==> config.mk <==
export PLATFORM = sky130hd
export DESIGN_NAME = bitband_bridge
export DESIGN_NICKNAME = d
export VERILOG_FILES = /design/src/rtl/bb_pkg.sv /design/src/rtl/bb_xlate.sv /design/src/rtl/bb_lane.sv /design/src/rtl/bb_seq.sv /design/src/rtl/bitband_bridge.sv
export SDC_FILE = /design/constraint.sdc
export NUM_CORES = 1
export LEC_CHECK = 0
export BUFFER_PORTS_ARGS = -buffer_cell sky130_fd_sc_hd__buf_2
export CORE_MARGIN = 8
export CORE_UTILIZATION = 42
export CTS_CLUSTER_DIAMETER = 50
export DETAILED_ROUTE_END_ITERATION = 10
export GPL_ROUTABILITY_DRIVEN = 0
export PLACE_DENSITY = 0.82
export SLEW_MARGIN = 20
export SYNTH_ARGS = -nofsm -noshare
export SYNTH_HDL_FRONTEND = slang
export SYNTH_SLANG_ARGS = --single-unit
export TNS_END_PERCENT = 20
==> constraint.sdc <==
create_clock -name clk -period 1.7 [get_ports clk]
set_input_delay 0.425 -clock clk [delete_from_list [all_inputs] [get_ports clk]]
set_output_delay 0.425 -clock clk [all_outputs]
set_load 0.01 [all_outputs]
==> src/rtl/bb_pkg.sv <==
package bb_pkg;

    localparam int unsigned BB_AW         = 32;
    localparam int unsigned BB_DW         = 32;
    localparam int unsigned BB_SZW        = 3;
    localparam int unsigned BB_IDXW       = $clog2(BB_DW);
    // one alias word is 4 bytes, one backing byte holds 8 bits
    localparam int unsigned BB_WORD_SHIFT = 2;
    localparam int unsigned BB_BIT_SHIFT  = 3;
    localparam int unsigned BB_ADDR_SHIFT = BB_WORD_SHIFT + BB_BIT_SHIFT;

    typedef logic [BB_AW-1:0]   addr_t;
    typedef logic [BB_DW-1:0]   data_t;
    typedef logic [BB_SZW-1:0]  size_t;
    typedef logic [BB_IDXW-1:0] idx_t;

    typedef enum logic [2:0] {
        ST_IDLE,
        ST_RD_REQ,
        ST_RD_WAIT,
        ST_WR_REQ,
        ST_WR_WAIT,
        ST_RESP
    } st_e;

    typedef struct packed {
        logic  hit;
        addr_t baddr;
        idx_t  idx;
    } xlate_t;

    typedef struct packed {
        logic   wr;
        logic   wbit;
        size_t  size;
        xlate_t xl;
    } job_t;

    function automatic logic size_legal(size_t sz);
        return (sz == size_t'(1)) || (sz == size_t'(2)) || (sz == size_t'(4));
    endfunction

    function automatic addr_t size_floor(addr_t a, size_t sz);
        addr_t low;
        low = addr_t'(sz) - addr_t'(1);
        return a & ~low;
    endfunction

    function automatic idx_t bit_pick(addr_t off, size_t sz);
        addr_t lim;
        lim = (addr_t'(sz) << BB_BIT_SHIFT) - addr_t'(1);
        return idx_t'((off >> BB_WORD_SHIFT) & lim);
    endfunction

endpackage

==> src/rtl/bb_xlate.sv <==
module bb_xlate
    import bb_pkg::*;
#(
    parameter int unsigned             NUM_WIN     = 2,
    parameter int unsigned             WIN_LOG2    = 25,
    parameter logic [NUM_WIN*BB_AW-1:0] ALIAS_BASES = {32'h4200_0000, 32'h2200_0000},
    parameter logic [NUM_WIN*BB_AW-1:0] BACK_BASES  = {32'h4000_0000, 32'h2000_0000}
) (
    input  addr_t  addr,
    input  size_t  size,
    output xlate_t xl
);

    localparam addr_t OFF_MASK = addr_t'((64'd1 << WIN_LOG2) - 64'd1);

    logic  [NUM_WIN-1:0] hit_v;
    addr_t [NUM_WIN-1:0] raw_v;
    addr_t               off;

    assign off = addr & OFF_MASK;

    // per-window match and raw backing byte address
    for (genvar w = 0; w < NUM_WIN; w++) begin : g_win
        localparam addr_t ABASE = ALIAS_BASES[w*BB_AW +: BB_AW];
        localparam addr_t BBASE = BACK_BASES[w*BB_AW +: BB_AW];
        assign hit_v[w] = (addr & ~OFF_MASK) == ABASE;
        assign raw_v[w] = BBASE | (off >> BB_ADDR_SHIFT);
    end

    addr_t raw_sel;

    always_comb begin
        raw_sel = '0;
        for (int w = NUM_WIN - 1; w >= 0; w--) begin
            if (hit_v[w]) raw_sel = raw_v[w];
        end
        xl.hit   = |hit_v;
        xl.baddr = size_floor(raw_sel, size);
        xl.idx   = bit_pick(off, size);
    end

endmodule

==> src/rtl/bb_lane.sv <==
module bb_lane
    import bb_pkg::*;
(
    input  data_t rdata,
    input  idx_t  idx,
    input  logic  wbit,
    output logic  bit_out,
    output data_t merged
);

    // pick one bit, or replace it and keep the rest
    always_comb begin
        bit_out = rdata[idx];
        merged  = rdata;
        merged[idx] = wbit;
    end

endmodule

==> src/rtl/bb_seq.sv <==
module bb_seq
    import bb_pkg::*;
(
    input  logic   clk,
    input  logic   rst,
    input  logic   win_en,
    input  logic   s_valid,
    input  logic   s_write,
    input  size_t  s_size,
    input  logic   s_wbit,
    input  xlate_t xl_in,
    output logic   s_ready,
    output logic   s_rvalid,
    output logic   s_rbit,
    output logic   s_rerr,
    output logic   m_valid,
    input  logic   m_ready,
    output addr_t  m_addr,
    output logic   m_write,
    output size_t  m_size,
    output data_t  m_wdata,
    input  logic   m_rvalid,
    input  logic   m_err,
    input  logic   lane_bit,
    input  data_t  lane_merged,
    output idx_t   job_idx,
    output logic   job_wbit
);

    st_e   st_q;
    job_t  job_q;
    data_t wdata_q;
    logic  rbit_q;
    logic  rerr_q;
    logic  reject;

    // refusal decided on the incoming request
    assign reject = !win_en || !xl_in.hit || !size_legal(s_size);

    always_ff @(posedge clk) begin
        if (rst) begin
            st_q    <= ST_IDLE;
            job_q   <= '0;
            wdata_q <= '0;
            rbit_q  <= 1'b0;
            rerr_q  <= 1'b0;
        end else begin
            unique case (st_q)
                ST_IDLE: begin
                    if (s_valid) begin
                        job_q  <= '{wr: s_write, wbit: s_wbit, size: s_size, xl: xl_in};
                        rbit_q <= 1'b0;
                        rerr_q <= reject;
                        st_q   <= reject ? ST_RESP : ST_RD_REQ;
                    end
                end
                ST_RD_REQ: begin
                    if (m_ready) st_q <= ST_RD_WAIT;
                end
                ST_RD_WAIT: begin
                    if (m_rvalid) begin
                        if (m_err) begin
                            rerr_q <= 1'b1;
                            st_q   <= ST_RESP;
                        end else if (job_q.wr) begin
                            wdata_q <= lane_merged;
                            st_q    <= ST_WR_REQ;
                        end else begin
                            rbit_q <= lane_bit;
                            st_q   <= ST_RESP;
                        end
                    end
                end
                ST_WR_REQ: begin
                    if (m_ready) st_q <= ST_WR_WAIT;
                end
                ST_WR_WAIT: begin
                    if (m_rvalid) begin
                        rerr_q <= m_err;
                        st_q   <= ST_RESP;
                    end
                end
                ST_RESP: st_q <= ST_IDLE;
                default: st_q <= ST_IDLE;
            endcase
        end
    end

    assign s_ready  = (st_q == ST_IDLE);
    assign s_rvalid = (st_q == ST_RESP);
    assign s_rbit   = rbit_q;
    assign s_rerr   = rerr_q;
    assign m_valid  = (st_q == ST_RD_REQ) || (st_q == ST_WR_REQ);
    assign m_write  = (st_q == ST_WR_REQ);
    assign m_addr   = job_q.xl.baddr;
    assign m_size   = job_q.size;
    assign m_wdata  = wdata_q;
    assign job_idx  = job_q.xl.idx;
    assign job_wbit = job_q.wbit;

endmodule

==> src/rtl/bitband_bridge.sv <==
module bitband_bridge
    import bb_pkg::*;
#(
    parameter int unsigned             NUM_WIN     = 2,
    parameter int unsigned             WIN_LOG2    = 25,
    parameter logic [NUM_WIN*BB_AW-1:0] ALIAS_BASES = {32'h4200_0000, 32'h2200_0000},
    parameter logic [NUM_WIN*BB_AW-1:0] BACK_BASES  = {32'h4000_0000, 32'h2000_0000}
) (
    input  logic              clk,
    input  logic              rst,
    input  logic              win_en,
    input  logic              s_valid,
    output logic              s_ready,
    input  logic [BB_AW-1:0]  s_addr,
    input  logic              s_write,
    input  logic [BB_SZW-1:0] s_size,
    input  logic [BB_DW-1:0]  s_wdata,
    output logic              s_rvalid,
    output logic [BB_DW-1:0]  s_rdata,
    output logic              s_rerr,
    output logic              m_valid,
    input  logic              m_ready,
    output logic [BB_AW-1:0]  m_addr,
    output logic              m_write,
    output logic [BB_SZW-1:0] m_size,
    output logic [BB_DW-1:0]  m_wdata,
    input  logic              m_rvalid,
    input  logic [BB_DW-1:0]  m_rdata,
    input  logic              m_err
);

    xlate_t xl;
    idx_t   job_idx;
    logic   job_wbit;
    logic   lane_bit;
    data_t  lane_merged;
    logic   rbit;
    logic   unused_wdata_hi;

    // only bit 0 of the write data carries meaning
    assign unused_wdata_hi = ^s_wdata[BB_DW-1:1];

    bb_xlate #(
        .NUM_WIN     (NUM_WIN),
        .WIN_LOG2    (WIN_LOG2),
        .ALIAS_BASES (ALIAS_BASES),
        .BACK_BASES  (BACK_BASES)
    ) u_xlate (
        .addr (s_addr),
        .size (s_size),
        .xl   (xl)
    );

    bb_lane u_lane (
        .rdata   (m_rdata),
        .idx     (job_idx),
        .wbit    (job_wbit),
        .bit_out (lane_bit),
        .merged  (lane_merged)
    );

    bb_seq u_seq (
        .clk         (clk),
        .rst         (rst),
        .win_en      (win_en),
        .s_valid     (s_valid),
        .s_write     (s_write),
        .s_size      (s_size),
        .s_wbit      (s_wdata[0]),
        .xl_in       (xl),
        .s_ready     (s_ready),
        .s_rvalid    (s_rvalid),
        .s_rbit      (rbit),
        .s_rerr      (s_rerr),
        .m_valid     (m_valid),
        .m_ready     (m_ready),
        .m_addr      (m_addr),
        .m_write     (m_write),
        .m_size      (m_size),
        .m_wdata     (m_wdata),
        .m_rvalid    (m_rvalid),
        .m_err       (m_err),
        .lane_bit    (lane_bit),
        .lane_merged (lane_merged),
        .job_idx     (job_idx),
        .job_wbit    (job_wbit)
    );

    assign s_rdata = {{(BB_DW-1){1'b0}}, rbit};

endmodule

======== After elaboration in Yosys (flattened, before gate mapping) ========
Index checks and enable logic that the tools add are counted.
word-level totals
  bits of input ports ..................... 107
  word-level logic and storage cells ...... 79
  bits in registers ....................... 79
  output and inout port bits .............. 104
cells by class
  bitwise logic cells ..................... 4
  add/subtract/negate cells ............... 2
  multiplexer cells ....................... 26
  equality and inequality tests ........... 18
  magnitude comparators ................... 2
  reduce and logical (&&, ||, !) cells .... 18
operators by type and width
  kind                 count
  $mux 31              2
  $and 32x32->32       1
  $bwmux 32            1
  $not 32->32          1
  $mux 3               8
  $ne 2x2->1 const B   8
  $pmux 3 s5           1
  $reduce_and 5->1     3
  $mux 1               10
  $eq 3x2->1 const B   3
  $eq 3x3->1 const B   3
  $eq 7x5->1 const B   1
  $eq 7x6->1 const B   1
  $eq 3x1->1 const B   2
  $lt 5x6->1 const B   1
  $and 5x5->5          1
  $bmux 1 s5           1
  $demux 1 s5          1
  $ge 5x1->1 const B   1
  $logic_or 1x1->1     5
  $sub 5x1->5 const B  1
  $reduce_and 4->1     1
  $sub 3x1->4 const B  1
  $logic_not 1->1      3
  other kinds (9)      9

======== Logic depth before layout (Yosys ltp) ========
  word-level depth ........................ 8
  depth in mapped cells ................... 8
  mapped depth without buffers ............ 6

======== Cells and area by module ========
Synthesis repeated with hierarchy kept, for this count alone.
second synthesis, totals
  cell total of the unflattened synthesis .. 631
  area total of the unflattened synthesis .. 4,815.9 um2
modules (own cells, without submodules)
  module          instances  area an instance (um2)  cells each  sequential area each (um2)
  bb_seq          1          3,285.7                 425         1,581.5
  bb_lane         1          909.6                   123         0.0
  bb_xlate        1          376.6                   50          0.0
  bitband_bridge  1          244.0                   33          0.0

======== Worst setup path before layout ========
Ideal clock, no wire load.
  path type ............................... register to register
  from .................................... reg u_seq.st_q[1]
  to ...................................... reg u_seq.job_q, in the netlist u_seq.m_addr[10]
  clock period less this slack ............ 1.599 ns
  stages on the path, launching flop included .. 7
  path slack .............................. 0.101 ns
  buffers on the path ..................... 2
  library setup time ...................... 0.135 ns
  data required time ...................... 1.565 ns
  arrival ................................. 1.464 ns
  path through ............................ dfxtp_1 > buf_4 > nor3_1 > nand2_1 > buf_2 > a22oi_1 > nor2_1
on the way
  longest elaborated chain between the ends .. 2
ends and longest elaborated chain
  item                        line                  source
  from (decl)                 bb_seq.sv:30          st_e st_q;
  from (signal assigned)      bb_seq.sv:54          st_q <= reject ? ST_RESP : ST_RD_REQ;
  $logic_not 3->1             -
  named net s_ready           bitband_bridge.sv:13  output logic s_ready,
  $reduce_and 2->1 (no line)  -
  to (signal assigned)        bb_seq.sv:51          job_q <= '{wr: s_write, wbit: s_wbit, size: s_size, xl: xl_in};
  to (decl)                   bb_seq.sv:31          job_t job_q;
The timed path passes the listed nets, and every way through them passes these cells.
A chain may end at the register's enable or synchronous reset.

======== Final worst setup path ========
  from .................................... reg u_seq.st_q[1]
  to ...................................... out s_rvalid
on the way
  longest elaborated chain between the ends .. 1
ends and longest elaborated chain
  item        line                  source
  $eq 3x3->1  bb_seq.sv:90          assign s_rvalid = (st_q == ST_RESP);
  to (decl)   bitband_bridge.sv:18  output logic s_rvalid,
No other way between the ends.

==> metrics.md <==
| Metric | Value |
|---|---|
| Final #Nets | 717 |
| Cell variety after synth | 44 |
| Area of the core | 9680 um2 |
| Worst EP required | 1.27 ns |
| Top-count cell post-synth | buf_4 |
| Sequential share of the synthesized area | 0.334 |
| PortBufs | 136 |
| Vias | 3708 |
| Chip height | 115 um |
| Largest net degree at the start of global routing | 65 |
| # diodes | 0 |
| DRT iter0 DRCs | 231 |
| Ys async rst share | 0 |
| RSZ-0062 raised after global routing | true |
| Die ar. | 13300 um2 |
| CTS H-tree lvls | 3 |
| Synth area leader | dfxtp_1 |
| Slowest stage cell, crit path | dfxtp_4 |
| Worst min path class | input port to flop |
| Non-Filler Instances | 744 |
| Synth Cell Area | 4130 um2 |
| Crit path launch type | flop |
| Dpl cells | 728 |
| Row count | 36 |
| Clk sink count | 69 |
| Global route total overflow | 0 |
| IO Pins | 211 |
| Sequential standard cell area | 1400 um2 |
| Final setup fails | 0 |
| CTS tree | done |
| Max-slew violation count | 0 |
| Layout cells sized above 1 | 0.362 |
| Setup Fix Bufs, Post-CTS | 0 |
| Avg Cell Area, Syn | 8.45 um2 |
| Ys flop type | dfxtp_1 |
| Max Freq | 603 MHz |
| Clock tree buffer depth | 2 |
| Number of flops mapped to enable cells by yosys | 0 |
| Post-route ant nets | 0 |
| YS warnings | 0 |
| Filler instances | 937 |
| Clock skew | 0.0101 ns |
| PD cells | 837 nW/um2 |
| CTS Buf Count | 9 |
| Post-layout minimum cycle time | 1.66 ns |
| R2R setup slack | 0.07 ns |
| Tcrit/Tclk final | 0.975 |
| Peak supply drop | 0.397 mV |
| DRT Pass-1 Iters | 5 |
| Worst setup EP type | output pin |
| Static Leak | 2.25 nW |
| Final hold violations | 0 |
| CP Class | flop to output pin |
| Vias/cell | 4.98 |
| Root Driver | clkbuf_8 |
| DPL Wire Length | 9030 um |
| Die W | 115 um |
| Synth Instances | 489 |
| DR WL/cell | 15.5 um |
| First-pass GRT wire length | 17800 um |
| Effective utilization at floorplan | 0.427 |
| CP peak stage delay | 0.38 ns |
| #FFs+latches synth | 69 |
| Crit path cell chain | buf_6 -> nor2_2 -> and2_1 -> buf_2 |
| CP max FO | 7 |
| Layout Utilization | 0.521 |
| Layout area overhead | 22.1% |
| Global Route Usage Sum | 0.167 |
| WL final | 11500 um |
| Status | complete, no violations |
| Drt drc | 0 |
| Clock-pin slew on the worst setup and hold paths | 0.07 ns |
| Vias in the first global route | 3710 |
| Max Cap Viol | 0 |
| Initial antenna violation count | 2 |
| Clock Latency Late Sink | 0.35 ns |
| Yosys top cell area share | 0.334 |
| Footprint of the multi-input gates | 2210 um2 |
| Area contributors post-synth | dfxtp_1 33%, buf_4 13%, mux2i_1 11%, nor2_1 6.1%, a211oi_1 6.0% |
| Commonest cells post-synth | 74 x buf_4, 69 x dfxtp_1, 67 x nor2_1 |
| CP arrival | 1.23 ns |
-- state kept, by name, indices dropped and copies added, names as in the netlist --
register and count:
u_seq.s_rbit 1, u_seq.m_addr 22, u_seq.m_size 3, u_seq.job_idx 5
u_seq.m_wdata 32, u_seq.job_q 1, u_seq.st_q 3, u_seq.job_wbit 1
u_seq.s_rerr 1
-- cells by family (layout without fill, tap and decap cells) --
logic type                 Yosys count  after routing  synth area share
other                                1             41          0.000908
and+or+nand+nor                    170            170             0.199
xor gates and xnor gates             3              3           0.00636
buffers and inverters              109            191             0.172
DFF                                 69             69             0.334
adders and majority gates            4              4            0.0121
AOI/OAI and AO/OA                   84             84             0.156
muxes                               49             49             0.119
-- routing by layer --
metal  GRT usage  wire, um  vias to the layer above
li1            -         -                     1828
met1       0.188      4640                     1674
met2       0.281      5530                      176
met3      0.0646      1140                       26
met4      0.0622       203                        4
met5           0        20                        -
-- path summary, 6_finish.rpt --
kind	from	to	cells after the start
worst max-delay path	u_seq.st_q[1]	s_rvalid	4
worst min-delay path	s_addr[20]	u_seq.m_addr[15]	3
worst max register to register	u_seq.st_q[0]	u_seq.m_wdata[25]	5
worst min register to register	u_seq.m_size[2]	u_seq.m_size[2]	2
-- final cells by class --
| class | instances | area share |
|---|---|---|
| multi-input cells | 351 | 0.439 |
| flip-flops and latches | 69 | 0.277 |
| repair buffers | 170 | 0.198 |
| well taps | 133 | 0.0330 |
| clock buffers | 11 | 0.0280 |
| clock inverters | 5 | 0.0213 |
| inverters | 5 | 0.00372 |
-- power by group --
part	internal, mW	total [mW]	switching (mW)
registers	1.66	1.71	0.0485
clock network	1.02	1.67	0.645
logic	0.346	0.845	0.499
-- per-stage QoR --
| stage | setup WS, ns | TNS [ns] | power (mW) | hold slack (ns) | area (um2) |
|---|---|---|---|---|---|
| 2_1_floorplan | 0.101 | 0 | 2.31 | 0.437 | 4280 |
| 3_3_place_gp | -0.137 | -0.345 | 2.52 | 0.441 | 4750 |
| 3_5_place_dp | -0.146 | -0.764 | 2.55 | 0.450 | 4750 |
| 4_1_cts | -0.0180 | -0.0330 | 4.24 | 0.289 | 5020 |
| 5_1_grt | -0.0325 | -0.0487 | 4.43 | 0.299 | 5040 |
| 6_report | 0.0426 | 0 | 4.22 | 0.310 | 5040 |
-- critical path: cells and delay by family, from the launching register on --
kind                   cells  cell delay, ns
AND/OR/NAND/NOR            2            0.25
buffers and inverters      2            0.27
flip-flops                 1            0.38
-- repair_timing --
item / 4_1_cts / 5_1_grt
gates cloned: 0 / 0
hold buffers: 0 / 0
endpoints found under the setup margin: 5 / 12
resized for setup: 8 / 12
pin swaps: 0 / 4
-- placed cells by master (no fill, tap or decap), types with 7 or more instances in the layout --
cell type,Yosys,layout
a211oi_1,33,33
a21oi_1,17,17
a22oi_1,7,7
a22oi_2,10,10
buf_2,14,136
buf_4,74,26
clkbuf_8,0,10
conb_1,1,41
dfxtp_1,69,64
mux2i_1,47,47
nand2_1,39,39
nor2_1,67,64
nor2_2,10,13
nor3_1,15,15
Power figures use the tool's default switching activity.
